$ cat src/rtl/qpc_pkg.sv
package qpc_pkg;

  typedef enum logic [1:0] {
    EDGE_NONE  = 2'd0,
    EDGE_UP    = 2'd1,
    EDGE_DOWN  = 2'd2,
    EDGE_NONE3 = 2'd3
  } edge_mode_e;

  typedef enum logic [1:0] {
    MOD_KEEP  = 2'd0,
    MOD_FLIP  = 2'd1,
    MOD_STOP  = 2'd2,
    MOD_STOP3 = 2'd3
  } ctrl_mod_e;

  // requested direction of one edge: +1, -1 or 0
  function automatic logic signed [1:0] edge_dir(input logic [1:0] mode);
    case (edge_mode_e'(mode))
      EDGE_UP:   edge_dir = 2'sd1;
      EDGE_DOWN: edge_dir = -2'sd1;
      default:   edge_dir = 2'sd0;
    endcase
  endfunction

  // apply the control-level modifier to a requested direction
  function automatic logic signed [1:0] apply_mod(input logic signed [1:0] dir,
                                                  input logic [1:0] modc);
    case (ctrl_mod_e'(modc))
      MOD_KEEP: apply_mod = dir;
      MOD_FLIP: apply_mod = -dir;
      default:  apply_mod = 2'sd0;
    endcase
  endfunction

endpackage

$ cat src/rtl/qpc_glitch_filter.sv
module qpc_glitch_filter #(
  parameter int TW = 10
) (
  input  logic          clk,
  input  logic          rst,
  input  logic          din,
  input  logic          flt_en,
  input  logic [TW-1:0] flt_thr,
  output logic          dout
);
  localparam int RW = TW + 1;

  logic [1:0]    sync_q;
  logic [TW-1:0] run_q;
  logic          differ;
  logic          accept;
  logic [RW-1:0] run_next;

  always_ff @(posedge clk) begin
    if (rst) sync_q <= '0;
    else     sync_q <= {sync_q[0], din};
  end

  assign differ   = (sync_q[1] != dout);
  assign run_next = {1'b0, run_q} + RW'(1);
  assign accept   = !flt_en || (flt_thr <= TW'(1)) || (run_next >= {1'b0, flt_thr});

  always_ff @(posedge clk) begin
    if (rst) begin
      dout  <= 1'b0;
      run_q <= '0;
    end else if (!differ) begin
      run_q <= '0;
    end else if (accept) begin
      dout  <= sync_q[1];
      run_q <= '0;
    end else begin
      run_q <= run_q + TW'(1);
    end
  end

  // the output only ever moves to the level the synchroniser held
  p_moves_to_sync_r1: assert property (@(posedge clk) disable iff (rst)
    (dout != $past(dout)) |-> (dout == $past(sync_q[1])));

  // in bypass the output tracks the synchroniser one cycle later
  p_bypass_follows_r2: assert property (@(posedge clk) disable iff (rst)
    !flt_en |=> (dout == $past(sync_q[1])));

endmodule

$ cat src/rtl/qpc_edge_step.sv
module qpc_edge_step
  import qpc_pkg::*;
(
  input  logic              clk,
  input  logic              rst,
  input  logic              sig_f,
  input  logic              ctrl_f,
  input  logic [1:0]        rise_mode,
  input  logic [1:0]        fall_mode,
  input  logic [1:0]        hi_mod,
  input  logic [1:0]        lo_mod,
  output logic signed [1:0] step
);
  logic              sig_d;
  logic              rise_ev;
  logic              fall_ev;
  logic signed [1:0] dir;
  logic [1:0]        modc;

  always_ff @(posedge clk) begin
    if (rst) sig_d <= 1'b0;
    else     sig_d <= sig_f;
  end

  assign rise_ev = sig_f & ~sig_d;
  assign fall_ev = ~sig_f & sig_d;
  assign modc    = ctrl_f ? hi_mod : lo_mod;

  always_comb begin
    if (rise_ev)      dir = edge_dir(rise_mode);
    else if (fall_ev) dir = edge_dir(fall_mode);
    else              dir = 2'sd0;
    step = apply_mod(dir, modc);
  end

  // a step is only ever -1, 0 or +1
  p_step_legal_r5: assert property (@(posedge clk) disable iff (rst)
    step != -2'sd2);

  // an edge whose mode is code 0 or 3 requests nothing
  p_idle_rise_r4: assert property (@(posedge clk) disable iff (rst)
    (rise_ev && (rise_mode == 2'd0 || rise_mode == 2'd3)) |-> (step == 2'sd0));
  p_idle_fall_r4: assert property (@(posedge clk) disable iff (rst)
    (fall_ev && (fall_mode == 2'd0 || fall_mode == 2'd3)) |-> (step == 2'sd0));

  // no edge, no step
  p_no_edge_r3: assert property (@(posedge clk) disable iff (rst)
    (sig_f == sig_d) |-> (step == 2'sd0));

endmodule

$ cat src/rtl/qpc_accum.sv
module qpc_accum #(
  parameter int NCH = 2,
  parameter int CW  = 16
) (
  input  logic                  clk,
  input  logic                  rst,
  input  logic [NCH-1:0][1:0]   steps,
  input  logic                  cnt_clear,
  input  logic                  cnt_hold,
  output logic signed [CW-1:0]  count
);
  logic signed [CW-1:0] sum;

  always_comb begin
    sum = '0;
    for (int c = 0; c < NCH; c++) begin
      sum = sum + CW'($signed(steps[c]));
    end
  end

  always_ff @(posedge clk) begin
    if (rst || cnt_clear) count <= '0;
    else if (!cnt_hold)   count <= count + sum;
  end

  // the per-cycle change is bounded by the number of channels
  p_delta_bounded_r6: assert property (@(posedge clk) disable iff (rst)
    (sum <= CW'(NCH)) && (sum >= -CW'(NCH)));

  // clear wins over hold and counting
  p_clear_r7: assert property (@(posedge clk) disable iff (rst)
    cnt_clear |=> (count == '0));

  // hold freezes the count
  p_hold_r8: assert property (@(posedge clk) disable iff (rst)
    (cnt_hold && !cnt_clear) |=> $stable(count));

endmodule

$ cat src/rtl/quad_pulse_counter.sv
module quad_pulse_counter
  import qpc_pkg::*;
#(
  parameter int NCH = 2,
  parameter int CW  = 16,
  parameter int TW  = 10
) (
  input  logic                  clk,
  input  logic                  rst,
  input  logic [NCH-1:0]        pulse_in,
  input  logic [NCH-1:0]        ctrl_in,
  input  logic                  flt_en,
  input  logic [TW-1:0]         flt_thr,
  input  logic [2*NCH-1:0]      rise_mode,
  input  logic [2*NCH-1:0]      fall_mode,
  input  logic [2*NCH-1:0]      ctrl_hi_mod,
  input  logic [2*NCH-1:0]      ctrl_lo_mod,
  input  logic                  cnt_clear,
  input  logic                  cnt_hold,
  output logic signed [CW-1:0]  count
);
  logic [NCH-1:0]      sig_f;
  logic [NCH-1:0]      ctrl_f;
  logic [NCH-1:0][1:0] steps;

  for (genvar c = 0; c < NCH; c++) begin : g_ch
    logic signed [1:0] step_c;

    qpc_glitch_filter #(.TW(TW)) i_flt_sig (
      .clk(clk), .rst(rst), .din(pulse_in[c]),
      .flt_en(flt_en), .flt_thr(flt_thr), .dout(sig_f[c])
    );

    qpc_glitch_filter #(.TW(TW)) i_flt_ctrl (
      .clk(clk), .rst(rst), .din(ctrl_in[c]),
      .flt_en(flt_en), .flt_thr(flt_thr), .dout(ctrl_f[c])
    );

    qpc_edge_step i_step (
      .clk(clk), .rst(rst),
      .sig_f(sig_f[c]), .ctrl_f(ctrl_f[c]),
      .rise_mode(rise_mode[2*c +: 2]), .fall_mode(fall_mode[2*c +: 2]),
      .hi_mod(ctrl_hi_mod[2*c +: 2]), .lo_mod(ctrl_lo_mod[2*c +: 2]),
      .step(step_c)
    );

    assign steps[c] = step_c;
  end

  qpc_accum #(.NCH(NCH), .CW(CW)) i_accum (
    .clk(clk), .rst(rst), .steps(steps),
    .cnt_clear(cnt_clear), .cnt_hold(cnt_hold), .count(count)
  );

  // reset leaves a zero count
  p_reset_zero_r10: assert property (@(posedge clk)
    rst |=> (count == '0));

endmodule

$ cat config.mk
export PLATFORM = sky130hd
export DESIGN_NAME = quad_pulse_counter
export DESIGN_NICKNAME = d
export VERILOG_FILES = /design/src/rtl/qpc_pkg.sv /design/src/rtl/qpc_glitch_filter.sv /design/src/rtl/qpc_edge_step.sv /design/src/rtl/qpc_accum.sv /design/src/rtl/quad_pulse_counter.sv
export SDC_FILE = /design/constraint.sdc
export NUM_CORES = 1
export LEC_CHECK = 0
export ABC_AREA = 1
export BUFFER_PORTS_ARGS = -buffer_cell sky130_fd_sc_hd__buf_2
export CORE_ASPECT_RATIO = 1.2
export CORE_UTILIZATION = 50
export CTS_CLUSTER_DIAMETER = 50
export DETAILED_ROUTE_END_ITERATION = 8
export PLACE_DENSITY_LB_ADDON = 0.3
export SLEW_MARGIN = 20
export SYNTH_ARGS = -nofsm -noshare
export SYNTH_HDL_FRONTEND = slang
export SYNTH_SLANG_ARGS = --single-unit
$ cat constraint.sdc
create_clock -name clk -period 5.3 [get_ports clk]
set_clock_uncertainty 0.1 [all_clocks]
set_input_delay 0.795 -clock clk [delete_from_list [all_inputs] [get_ports clk]]
set_output_delay 0.795 -clock clk [all_outputs]
set_load 0.005 [all_outputs]
==> qor.yml <==
tns_ns: 0
place_hpwl_um: 8660
p_int_mw: 1.12
area.sequential_mm2: 0.00140
outcome: "completed"
syn_to_final_growth_pct: 14.7
slew_viol_final: 0
swShare_pct: 23.4
hp-class: "flop to flop"
numClockSinks: 70
cts_buffers: 9
htreeDepth: 3
p_total_mw: 1.47
pwr-share-seq_pct: 37.4
synth_cell_types: 39
cts_tree: "built"
p_comb_share_pct: 11.8
gp_congestion: 0.878
worst_slew_pin_slew_ns: 0.646
clkLatencyLatePin_ns: 0.33
hold_ws_ns: 0.299
start_util_pct: 51.5
avgViaCountPerCell: 4.91
cts_resized: 0
worst-path-max-fanout: 14
leakage_nw: 3.24
drt_iter0_drc: 183
worstReg2RegStart: "g_ch[1].i_flt_sig.dout$_SDFFE_PP0P_"
yosys-top-cells-area: "dfxtp_1 (27%), ha_1 (16%), nand2_1 (10%), inv_1 (9.6%), nor2_1 (7.2%)"
port_buffers: 50
overflow: 0
fp.coreArea_mm2: 0.0100
switchingPower_uw: 343
cts_root_buf: "clkbuf_16"
fin_crit_ns: 3.79
power.density_mw_per_mm2: 248
place_area_mm2: 0.00554
cp.arrival_ns: 3.91
start_kind: "input port"
ios: 51
drive_gt1_share_pct: 16.0
grtUsageTotal_pct: 22.7
num_antenna_cells: 0
dieArea_mm2: 0.0107
hold_buffers: 0
syn_inst: 725
finalCritPeriodShare_pct: 71.6
hold_viol_final: 0
synth_top_area_cell: "dfxtp_1"
grt_pass1_vias: 4446
required_ns: 5.42
grt_pass1_wl_um: 19100
nNetsFinal: 883
die_w_um: 94.7
rsz0062_at_grt: "no"
synth-edff-count: 0
yosysTopAreaCellShare_pct: 27.2
vdd_drop_max_v: 0.000158
drc_errors: 0
synth_flop_cell: "dfxtp_1"
path_class: "input port to flop"
slew_headroom_pct: 56.9
postCtsSetupBuffers: 0
synth_area_per_cell_um2: 7.11
antenna_found_initial: 0
setup_viol: 0
drt_wl_total_um: 11000
startpoint: "fall_mode[2]"
grt_max_degree: 22
rows: 40
ys_warn_count: 0
cts.clk_slew.worst_paths_ns: 0.05
hold_start: "g_ch[1].i_flt_sig.sync_q[0]$_SDFF_PP0_"
antenna_left: 0
die_h_um: 113
num_vias: 4475
async_reset_ff_share_pct: 0
fmax_mhz: 264
yosysSeqAreaShare_pct: 27.2
wl_per_cell_um: 12.0
dr.pass1.iters: 5
maxCapViolCount: 0
synth_commonest_cells: "nand2_1 (141), inv_1 (132), nor2_1 (99), dfxtp_1 (70), ha_1 (64)"
synth_area_mm2: 0.00515
final_util_pct: 59.1
finalInstanceArea_mm2: 0.00591
clk_path_buf_depth: 2
yosysMostFrequentCell: "nand2_1"
ys_ff_latch: 70
clockPowerShare_pct: 50.9
multiInputGateArea_mm2: 0.00322
end_kind: "flop"
syn_nets: 827
fillers: 929
==> per-layer routing <==
metal | GRT usage [%] | routed length [um] | share of wire, %
met1 | 26.0 | 4780 | 44
met2 | 40.0 | 5370 | 49
met3 | 4.44 | 478 | 4.4
met4 | 10.1 | 351 | 3.2
met5 | 0 | 0 | 0
==> cell usage in the layout (no fill, tap or decap), types with 9 or more instances in the layout <==
cell type  Yosys  routed
ha_1          64      64
o21ai_0       14      14
clkbuf_16      0       9
nand2_1      141     141
buf_2          1      50
dfxtp_1       70      70
xor2_1        34      34
nor2_2        27      27
nor2_1        99      99
a21oi_1       32      32
inv_1        132     132
nand3_1       36      36
==> power groups by stage <==
stage	Clock, mW	Combinational [mW]	Sequential, mW
2_1_floorplan	0	0.122	0.557
3_3_place_gp	0	0.168	0.559
3_5_place_dp	0	0.171	0.559
4_1_cts	0.755	0.173	0.548
5_1_grt	0.784	0.196	0.549
6_report	0.746	0.172	0.548
==> cells by family (layout without fill, tap and decap cells) <==
group	Yosys count	after routing	synth area share (%)
buffers and inverters	141	202	10.3
adders and majority gates	67	67	16.7
xor gates and xnor gates	36	36	6.12
AOI/OAI and AO/OA	66	66	7.82
muxes	2	2	0.388
and+or+nand+nor	343	343	31.5
DFF	70	70	27.2
==> through the flow <==
step / instances / worst slack [ns]
after CTS: 912 / 1.50
after global placement: 896 / 1.24
after detailed placement: 896 / 1.15
after global routing: 912 / 1.20
after floorplan: 725 / 1.64
final: 912 / 1.51
==> final cells by class <==
class / instances / area share (%)
Multi-Input combinational cell: 514 / 54.5
Sequential cell: 70 / 23.7
Inverter: 136 / 8.63
Timing Repair Buffer: 50 / 4.23
Clock buffer: 10 / 4.04
Tap cell: 126 / 2.67
Clock inverter: 6 / 2.24
==> worst paths after layout <==
kind / slack, ns / depth (start not counted) / end
max: 1.51 / 20 / i_accum.count[14]$_SDFFE_PP0N_
min: 0.30 / 2 / g_ch[1].i_flt_sig.sync_q[1]$_SDFF_PP0_
max reg2reg: 1.84 / 18 / i_accum.count[14]$_SDFFE_PP0N_
min reg2reg: 0.30 / 2 / g_ch[1].i_flt_sig.sync_q[1]$_SDFF_PP0_
==> state kept, by name (all words and copies together), names as in the netlist <==
signal,count
g_ch.i_flt_ctrl.run_q,20
g_ch.i_flt_sig.run_q,20
i_accum.count,16
g_ch.i_flt_ctrl.sync_q,4
g_ch.i_flt_sig.sync_q,4
g_ch.i_flt_ctrl.dout,2
g_ch.i_flt_sig.dout,2
g_ch.i_step.sig_d,2
==> critical path: stages <==
cell	delay (ns)
buf_2	0.07
inv_1	0.03
ha_1	0.27
nand3b_1	0.21
o21ai_4	0.10
inv_1	0.05
nor2_1	0.10
ha_1	0.15
inv_1	0.07
fa_1	0.67
ha_1	0.48
nand3_1	0.09
nand2_1	0.12
nand2_1	0.08
nand2_1	0.15
nand3_1	0.13
nand3_1	0.11
nand2_1	0.05
nor2_1	0.10
nor2_1	0.05
Power figures use the tool's default switching activity.
